===== src/rtl/edo_pkg.sv =====
package edo_pkg;
  typedef enum logic [2:0] {
    ST_CLOSED,
    ST_RAS,
    ST_COL,
    ST_CAS,
    ST_CP,
    ST_OPEN,
    ST_PRE
  } edo_state_e;
endpackage


===== src/rtl/edo_timer.sv =====
module edo_timer #(
  parameter int W = 3
) (
  input  logic         clk_i,
  input  logic         rst_ni,
  input  logic         load_i,
  input  logic [W-1:0] val_i,
  output logic         done_o
);
  logic [W-1:0] cnt_q;

  always_ff @(posedge clk_i or negedge rst_ni) begin
    if (!rst_ni)            cnt_q <= '0;
    else if (load_i)        cnt_q <= val_i;
    else if (cnt_q != '0)   cnt_q <= cnt_q - 1'b1;
  end

  assign done_o = (cnt_q == '0);

  // strobe widths come from a steady one-per-cycle countdown
  p_tick_r11: assert property (@(posedge clk_i) disable iff (!rst_ni)
    (!load_i && cnt_q != '0) |=> (cnt_q == $past(cnt_q) - 1'b1));
endmodule


===== src/rtl/edo_row_track.sv =====
module edo_row_track #(
  parameter int ROW_W = 9
) (
  input  logic             clk_i,
  input  logic             rst_ni,
  input  logic             set_i,
  input  logic             clr_i,
  input  logic [ROW_W-1:0] row_i,
  input  logic [ROW_W-1:0] cmp_row_i,
  output logic             hit_o
);
  logic             open_q;
  logic [ROW_W-1:0] row_q;

  always_ff @(posedge clk_i or negedge rst_ni) begin
    if (!rst_ni) begin
      open_q <= 1'b0;
      row_q  <= '0;
    end else if (set_i) begin
      open_q <= 1'b1;
      row_q  <= row_i;
    end else if (clr_i) begin
      open_q <= 1'b0;
    end
  end

  assign hit_o = open_q && (row_q == cmp_row_i);

  // a row is never opened and closed in one cycle
  p_one_update_r5: assert property (@(posedge clk_i) disable iff (!rst_ni)
    !(set_i && clr_i));
endmodule


===== src/rtl/edo_dram_ctrl.sv =====
module edo_dram_ctrl
  import edo_pkg::*;
#(
  parameter int ROW_W = 9,
  parameter int COL_W = 9,
  parameter int DQ_W  = 16,
  parameter int T_RCD = 4,
  parameter int T_CAS = 4,
  parameter int T_CP  = 2,
  parameter int T_RP  = 6
) (
  input  logic                   clk_i,
  input  logic                   rst_ni,
  input  logic                   init_done_i,
  input  logic                   req_valid_i,
  output logic                   req_ready_o,
  input  logic                   req_we_i,
  input  logic [ROW_W+COL_W-1:0] req_addr_i,
  input  logic [DQ_W/8-1:0]      req_be_i,
  input  logic [DQ_W-1:0]        req_wdata_i,
  output logic [DQ_W-1:0]        rdata_o,
  output logic                   rdata_valid_o,
  input  logic                   ref_req_i,
  output logic                   ref_gnt_o,
  output logic [ROW_W-1:0]       dram_addr_o,
  output logic                   dram_ras_no,
  output logic                   dram_lcas_no,
  output logic                   dram_ucas_no,
  output logic                   dram_we_no,
  output logic                   dram_oe_no,
  output logic [DQ_W-1:0]        dram_dq_o,
  output logic [DQ_W/8-1:0]      dram_dq_oe_o,
  input  logic [DQ_W-1:0]        dram_dq_i
);
  localparam int AW   = ROW_W + COL_W;
  localparam int NB   = DQ_W / 8;
  localparam int TM1  = (T_RCD > T_CAS) ? T_RCD : T_CAS;
  localparam int TM2  = (T_CP > T_RP) ? T_CP : T_RP;
  localparam int TMAX = (TM1 > TM2) ? TM1 : TM2;
  localparam int CW   = $clog2(TMAX + 1);
  localparam int HW   = $clog2(T_RP + 1);

  edo_state_e state_q, state_d;

  logic             r_we;
  logic [ROW_W-1:0] r_row;
  logic [COL_W-1:0] r_col;
  logic [NB-1:0]    r_be;
  logic [DQ_W-1:0]  r_wdata;
  logic             pend_q, pend_d;

  logic          accept, latch, hit, cap;
  logic          tload, tdone;
  logic [CW-1:0] tval;
  logic          trk_set, trk_clr;
  logic [ROW_W-1:0] trk_row;
  logic [DQ_W-1:0]  rdata_q;
  logic             rvalid_q;
  logic [NB-1:0]    lane_cas_n;
  logic             col_phase;

  assign req_ready_o = init_done_i && !ref_req_i &&
                       (state_q == ST_CLOSED || state_q == ST_OPEN);
  assign accept      = req_valid_i && req_ready_o;
  assign ref_gnt_o   = ref_req_i && (state_q == ST_CLOSED);
  assign trk_row     = latch ? req_addr_i[AW-1:COL_W] : r_row;

  edo_timer #(.W(CW)) i_timer (
    .clk_i  (clk_i),
    .rst_ni (rst_ni),
    .load_i (tload),
    .val_i  (tval),
    .done_o (tdone)
  );

  edo_row_track #(.ROW_W(ROW_W)) i_row_track (
    .clk_i     (clk_i),
    .rst_ni    (rst_ni),
    .set_i     (trk_set),
    .clr_i     (trk_clr),
    .row_i     (trk_row),
    .cmp_row_i (req_addr_i[AW-1:COL_W]),
    .hit_o     (hit)
  );

  always_comb begin
    state_d = state_q;
    pend_d  = pend_q;
    tload   = 1'b0;
    tval    = '0;
    latch   = 1'b0;
    trk_set = 1'b0;
    trk_clr = 1'b0;
    cap     = 1'b0;
    unique case (state_q)
      ST_CLOSED: if (accept) begin
        latch   = 1'b1;
        trk_set = 1'b1;
        tload   = 1'b1;
        tval    = CW'(T_RCD - 1);
        state_d = ST_RAS;
      end
      ST_RAS: if (tdone) state_d = ST_COL;
      ST_COL: begin
        tload   = 1'b1;
        tval    = CW'(T_CAS - 1);
        state_d = ST_CAS;
      end
      ST_CAS: if (tdone) begin
        cap     = !r_we;
        tload   = 1'b1;
        tval    = CW'(T_CP - 1);
        state_d = ST_CP;
      end
      ST_CP: if (tdone) state_d = ST_OPEN;
      ST_OPEN: begin
        if (ref_req_i) begin
          trk_clr = 1'b1;
          pend_d  = 1'b0;
          tload   = 1'b1;
          tval    = CW'(T_RP - 1);
          state_d = ST_PRE;
        end else if (accept) begin
          latch = 1'b1;
          if (hit) begin
            state_d = ST_COL;
          end else begin
            trk_clr = 1'b1;
            pend_d  = 1'b1;
            tload   = 1'b1;
            tval    = CW'(T_RP - 1);
            state_d = ST_PRE;
          end
        end
      end
      ST_PRE: if (tdone) begin
        if (pend_q) begin
          trk_set = 1'b1;
          pend_d  = 1'b0;
          tload   = 1'b1;
          tval    = CW'(T_RCD - 1);
          state_d = ST_RAS;
        end else begin
          state_d = ST_CLOSED;
        end
      end
      default: state_d = ST_CLOSED;
    endcase
  end

  always_ff @(posedge clk_i or negedge rst_ni) begin
    if (!rst_ni) begin
      state_q  <= ST_CLOSED;
      pend_q   <= 1'b0;
      r_we     <= 1'b0;
      r_row    <= '0;
      r_col    <= '0;
      r_be     <= '0;
      r_wdata  <= '0;
      rvalid_q <= 1'b0;
    end else begin
      state_q  <= state_d;
      pend_q   <= pend_d;
      rvalid_q <= cap;
      if (latch) begin
        r_we    <= req_we_i;
        r_row   <= req_addr_i[AW-1:COL_W];
        r_col   <= req_addr_i[COL_W-1:0];
        r_be    <= req_be_i;
        r_wdata <= req_wdata_i;
      end
    end
  end

  assign col_phase = (state_q == ST_COL) || (state_q == ST_CAS);

  for (genvar b = 0; b < NB; b++) begin : g_lane
    assign lane_cas_n[b]   = !((state_q == ST_CAS) && r_be[b]);
    assign dram_dq_oe_o[b] = col_phase && r_we && r_be[b];
    always_ff @(posedge clk_i or negedge rst_ni) begin
      if (!rst_ni)  rdata_q[b*8 +: 8] <= '0;
      else if (cap) rdata_q[b*8 +: 8] <= r_be[b] ? dram_dq_i[b*8 +: 8] : 8'h00;
    end
  end

  assign dram_ras_no   = (state_q == ST_CLOSED) || (state_q == ST_PRE);
  assign dram_lcas_no  = lane_cas_n[0];
  assign dram_ucas_no  = lane_cas_n[NB-1];
  assign dram_we_no    = !(col_phase && r_we);
  assign dram_oe_no    = !(col_phase && !r_we);
  assign dram_addr_o   = (state_q == ST_RAS || state_q == ST_CLOSED || state_q == ST_PRE)
                         ? r_row : ROW_W'(r_col);
  assign dram_dq_o     = r_wdata;
  assign rdata_o       = rdata_q;
  assign rdata_valid_o = rvalid_q;

  // precharge run length watched beside the row strobe
  logic [HW-1:0] hi_cnt_q;
  always_ff @(posedge clk_i or negedge rst_ni) begin
    if (!rst_ni)               hi_cnt_q <= HW'(T_RP);
    else if (!dram_ras_no)     hi_cnt_q <= '0;
    else if (hi_cnt_q != HW'(T_RP)) hi_cnt_q <= hi_cnt_q + 1'b1;
  end

  p_ras_precharge_r6: assert property (@(posedge clk_i) disable iff (!rst_ni)
    $fell(dram_ras_no) |-> (hi_cnt_q >= HW'(T_RP)));
  p_cas_in_row_r2: assert property (@(posedge clk_i) disable iff (!rst_ni)
    (!dram_lcas_no || !dram_ucas_no) |-> !dram_ras_no);
  p_early_write_r3: assert property (@(posedge clk_i) disable iff (!rst_ni)
    (($fell(dram_lcas_no) || $fell(dram_ucas_no)) && !dram_we_no) |-> $past(!dram_we_no));
  p_oe_read_r3: assert property (@(posedge clk_i) disable iff (!rst_ni)
    !dram_oe_no |-> dram_we_no);
  p_drive_write_r3: assert property (@(posedge clk_i) disable iff (!rst_ni)
    (|dram_dq_oe_o) |-> !dram_we_no);
  p_rvalid_pulse_r4: assert property (@(posedge clk_i) disable iff (!rst_ni)
    rdata_valid_o |=> !rdata_valid_o);
  p_page_hit_r5: assert property (@(posedge clk_i) disable iff (!rst_ni)
    (state_q == ST_OPEN && accept && hit) |=> !dram_ras_no);
  p_one_out_r7: assert property (@(posedge clk_i) disable iff (!rst_ni)
    accept |=> !req_ready_o);
  p_ready_init_r8: assert property (@(posedge clk_i) disable iff (!rst_ni)
    req_ready_o |-> init_done_i);
  p_gnt_idle_r9: assert property (@(posedge clk_i) disable iff (!rst_ni)
    ref_gnt_o |-> (dram_ras_no && dram_lcas_no && dram_ucas_no));
endmodule


===== config.mk =====
export PLATFORM = sky130hd
export DESIGN_NAME = edo_dram_ctrl
export DESIGN_NICKNAME = d
export VERILOG_FILES = /design/src/rtl/edo_pkg.sv /design/src/rtl/edo_timer.sv /design/src/rtl/edo_row_track.sv /design/src/rtl/edo_dram_ctrl.sv
export SDC_FILE = /design/constraint.sdc
export NUM_CORES = 1
export LEC_CHECK = 0
export ABC_AREA = 1
export ABC_CLOCK_PERIOD_IN_PS = 1900
export CORE_MARGIN = 1.5
export CORE_UTILIZATION = 46
export DETAILED_ROUTE_END_ITERATION = 10
export PLACE_DENSITY_LB_ADDON = 0.2
export SKIP_LAST_GASP = 1
export SYNTH_ARGS = -nofsm -noshare
export SYNTH_HDL_FRONTEND = slang
export SYNTH_SLANG_ARGS = --single-unit

===== constraint.sdc =====
create_clock -name clk_i -period 1.9 [get_ports clk_i]
set_input_delay 0.285 -clock clk_i [delete_from_list [all_inputs] [get_ports clk_i]]
set_output_delay 0.285 -clock clk_i [all_outputs]
set_load 0.01 [all_outputs]

==> metrics.txt <==
# TYPE chip_impl_metric gauge
chip_impl_metric{name="final.min_clock_period",unit="ns"} 2.078
chip_impl_metric{name="reg2reg_setup_slack",unit="ns"} -0.02
chip_impl_metric{name="width_of_the_die",unit="um"} 87.45
chip_impl_metric{name="slew_violations",unit=""} 0
chip_impl_info{name="unrepaired_setup_endpoints_after_global_routing",value="true"} 1
chip_impl_metric{name="num_antenna_cells",unit=""} 0
chip_impl_metric{name="aggregate_global_route_resource_usage",unit="%"} 23.27
chip_impl_metric{name="timing.reg2reg.worst_path_depth",unit=""} 13
chip_impl_metric{name="post-synth-top-area-fraction",unit="%"} 54.16
chip_impl_metric{name="timing.final.ws_setup",unit="ns"} -0.1782
chip_impl_info{name="hold_path_end",value="dram_dq_o[8]"} 1
chip_impl_metric{name="synthArstFlopShare",unit="%"} 100.0
chip_impl_metric{name="worst_hold_path.num_cells",unit=""} 1
chip_impl_info{name="clock_tree_root_driver_cell",value="sky130_fd_sc_hd__clkbuf_8"} 1
chip_impl_metric{name="drive_above_1_share",unit="%"} 20.96
chip_impl_metric{name="static_leak",unit="nW"} 2.526
chip_impl_metric{name="syn-mean-instance-area",unit="um^2"} 8.819
chip_impl_info{name="timing.rr.end",value="pend_q"} 1
chip_impl_metric{name="grt_first_pass_wirelength",unit="um"} 13650
chip_impl_metric{name="hpwl",unit="um"} 5811
chip_impl_metric{name="yosys_register_bits",unit=""} 71
chip_impl_metric{name="routed_wirelength",unit="um"} 8820
chip_impl_metric{name="first_global_vias",unit=""} 2922
chip_impl_metric{name="area_growth_syn_to_layout",unit="%"} 57.40
chip_impl_info{name="failed_checks",value="setup timing"} 1
chip_impl_metric{name="pin_count_of_the_biggest_net_entering_global_routing",unit=""} 72
chip_impl_info{name="cp-start-kind",value="flip-flop"} 1
chip_impl_metric{name="postSynthCellCount",unit=""} 372
chip_impl_info{name="yosysMostFrequentCell",value="sky130_fd_sc_hd__nand2_1"} 1
chip_impl_metric{name="ant_nets",unit=""} 0
chip_impl_metric{name="period_share",unit="%"} 109.4
chip_impl_metric{name="floorplan.initialDensity",unit="%"} 48.02
chip_impl_info{name="r2r-start",value="state_q[0]"} 1
chip_impl_info{name="run_status",value="finished with violations"} 1
chip_impl_metric{name="finalNetCount",unit=""} 576
chip_impl_metric{name="core_area",unit="um^2"} 6832
chip_impl_metric{name="final-hold-violation-count",unit=""} 0
chip_impl_metric{name="drt_pre_antenna_iters",unit=""} 4
chip_impl_info{name="hold_sp",value="dram_dq_o[8]"} 1
chip_impl_metric{name="boundaryPins",unit=""} 109
chip_impl_metric{name="post-place-cells",unit=""} 584
chip_impl_metric{name="tightest_slew",unit="ns"} 0.3776
chip_impl_info{name="synthFlopType",value="sky130_fd_sc_hd__dfrtp_1"} 1
chip_impl_metric{name="setup-violations-final",unit=""} 13
chip_impl_info{name="tritoncts_clock_tree",value="built"} 1
chip_impl_metric{name="place_congestion",unit=""} 0.8328
chip_impl_metric{name="timing.critical_path.required",unit="ns"} 1.62
chip_impl_metric{name="detail_route.wl_per_cell",unit="um"} 14.32
chip_impl_metric{name="yosysSeqAreaShare",unit="%"} 54.16
chip_impl_info{name="timing.setup.critical_path_class",value="reg -> out"} 1
chip_impl_metric{name="synth.cell_area",unit="um^2"} 3281
chip_impl_info{name="yosys.area.top_type",value="sky130_fd_sc_hd__dfrtp_1"} 1
chip_impl_metric{name="synth_net_count",unit=""} 432
chip_impl_metric{name="power_per_cell_area",unit="nW/um^2"} 1589
chip_impl_metric{name="stdcell_count",unit=""} 616
chip_impl_metric{name="core.rowCount",unit=""} 30
chip_impl_metric{name="vdd_drop_max",unit="mV"} 0.8984
chip_impl_info{name="timing.hold.worst.class",value="reg -> reg"} 1
chip_impl_metric{name="tritoncts.num_buffers",unit=""} 9
chip_impl_metric{name="die-area",unit="um^2"} 7648
chip_impl_metric{name="tns",unit="ns"} -1.423
chip_impl_metric{name="via_count",unit=""} 3016
chip_impl_metric{name="crit_path_max_fanout",unit=""} 5
chip_impl_metric{name="max_cap_viols",unit=""} 0
chip_impl_info{name="post_synth_main_area_contributors",value="sky130_fd_sc_hd__dfrtp_1 (54%), sky130_fd_sc_hd__nand2_1 (8.6%), sky130_fd_sc_hd__inv_1 (6.6%)"} 1
chip_impl_metric{name="drc",unit=""} 0
chip_impl_metric{name="synth.yosys.warnings",unit=""} 0
chip_impl_metric{name="port_buffers",unit=""} 108
chip_impl_metric{name="ys_types",unit=""} 30
chip_impl_metric{name="synth_edf_count",unit=""} 0
chip_impl_info{name="synth.cells.most_frequent",value="sky130_fd_sc_hd__nand2_1 (75), sky130_fd_sc_hd__dfrtp_1 (71), sky130_fd_sc_hd__inv_1 (58)"} 1
chip_impl_metric{name="via_per_inst",unit=""} 4.896
chip_impl_metric{name="drt-initial-drc-count",unit=""} 139
chip_impl_metric{name="cts.path.max_buffers",unit=""} 2
chip_impl_metric{name="die_height",unit="um"} 87.45
chip_impl_metric{name="critPathArrivalTime",unit="ns"} 1.79
chip_impl_metric{name="gr-total-overflow",unit=""} 0
chip_impl_metric{name="antenna_found_initial",unit=""} 0
chip_impl_metric{name="cts_max_level",unit=""} 3
chip_impl_metric{name="clkSlewWorstSetupHoldPaths",unit="ns"} 0.07
chip_impl_info{name="critical_path.endpoint_type",value="output port"} 1
chip_impl_metric{name="clock_latency_on_the_worst_skew_pair",unit="ns"} 0.33
chip_impl_metric{name="fmax",unit="MHz"} 481.2
chip_impl_metric{name="clock_sink_count",unit=""} 71
chip_impl_metric{name="detailedPlace.worstSlack",unit="ns"} -0.1909
chip_impl_metric{name="fin_worst_skew",unit="ns"} 0.01164
chip_impl_metric{name="relSlewSlack",unit="%"} 74.83
==> what timing repair did <==
action / CTS / global route
pin swaps: 3 / 6
gates cloned: 2 / 4
resized for setup: 86 / 39
hold buffers: 1 / 0
hold endpoints to repair: 71 / 0
buffers inserted: 7 / 5
setup endpoints to repair: 18 / 24
==> per-stage QoR <==
| stage | total power [mW] | instance area [um^2] | hold WS (ns) | util, % |
|---|---|---|---|---|
| after floorplan | 4.176 | 3281 | -0.01059 | - |
| after global placement | 5.957 | 4613 | 0.3448 | 67.53 |
| after detailed placement | 6.086 | 4613 | 0.3383 | 67.53 |
| after CTS | 7.758 | 4941 | 0.4955 | 72.33 |
| after global routing | 8.732 | 5164 | 0.5066 | 75.59 |
| final | 8.205 | 5164 | 0.4967 | 75.59 |
==> how the worst max path moves through the flow <==
stage | start | to | slack, ns | depth (start not counted)
detailed placement | state_q[0] | dram_addr_o[5] | -0.19 | 7
floorplan | i_timer.cnt_q[0] | rdata_o[0] | 0.23 | 8
global placement | state_q[0] | dram_addr_o[2] | -0.1 | 7
finish | state_q[0] | dram_addr_o[5] | -0.18 | 9
global route | state_q[0] | dram_addr_o[0] | -0.27 | 9
CTS | state_q[2] | dram_addr_o[5] | -0.18 | 9
==> flip-flops by register name, indices dropped and copies added, names as in the netlist <==
signal and flops:
r_we 1, rdata_o 16, r_col 9, r_be 2, i_row_track.open_q 1, dram_dq_o 16, i_row_track.row_q 9, i_timer.cnt_q 3
state_q 3, r_row 9, pend_q 1, rdata_valid_o 1
==> cell usage in the layout (no fill, tap or decap), drive strengths merged <==
master	n
o211ai	2
clkinvlp	1
clkdlybuf4s15	1
a21oi	14
nand3	28
inv	62
clkdlybuf4s50	89
nand3b	1
buf	49
mux2	17
xor2	1
o21ai	46
nand4	3
o31ai	1
nor3	3
xnor2	1
nor3b	1
dfrtp	71
dlygate4sd3	1
ha	2
clkbuf	19
nor2	27
nand2	78
bufinv	2
==> kinds of logic after synthesis <==
| logic type | after synthesis | synth area share, % |
|---|---|---|
| AND/OR/NAND/NOR | 141 | 19.11 |
| buffers and inverters | 76 | 9.497 |
| flip-flops | 71 | 54.16 |
| AO/OA/AOI/OAI | 63 | 10.11 |
| multiplexers | 17 | 5.835 |
| XOR/XNOR | 2 | 0.5340 |
| adder cells (fa/ha/maj) | 2 | 0.7627 |
==> area by class of cell <==
cell class / count / area [um^2]
clock inverters: 3 / 67.56
well taps: 96 / 120.1
repair buffers: 147 / 1498
fillers: 508 / 1668
flip-flops and latches: 71 / 1778
multi-input cells: 225 / 1323
inverters: 62 / 232.7
clock buffers: 12 / 145.1
==> routing by layer <==
layer | wire length [um] | GRT usage, % | vias to the layer above | share of wire (%)
met2 | 4570 | 41.05 | 91 | 52
met3 | 477 | 3.981 | 9 | 5.4
li1 | - | - | 1472 | -
met1 | 3662 | 28.54 | 1444 | 42
met5 | 0 | 0 | - | 0
met4 | 109 | 8.369 | 0 | 1.2
==> critical path, stage by stage, from the launching register on <==
cell	delay (ns)
sky130_fd_sc_hd__dfrtp_1	0.40
sky130_fd_sc_hd__buf_6	0.13
sky130_fd_sc_hd__nor3_4	0.20
sky130_fd_sc_hd__inv_2	0.08
sky130_fd_sc_hd__o211ai_4	0.09
sky130_fd_sc_hd__buf_12	0.17
sky130_fd_sc_hd__buf_16	0.13
sky130_fd_sc_hd__nand2_2	0.05
sky130_fd_sc_hd__o21ai_2	0.06
sky130_fd_sc_hd__buf_2	0.16
==> power breakdown <==
| group | switching [mW] | leakage [nW] | total (mW) | internal (mW) |
|---|---|---|---|---|
| Sequential | 0.440 | 0.816 | 2.61 | 2.17 |
| Clock | 0.529 | 0.103 | 1.30 | 0.770 |
| Combinational | 2.03 | 1.61 | 4.30 | 2.27 |
| Total | 3.00 | 2.53 | 8.21 | 5.20 |
Note: power is estimated with default switching activity, not from simulation.
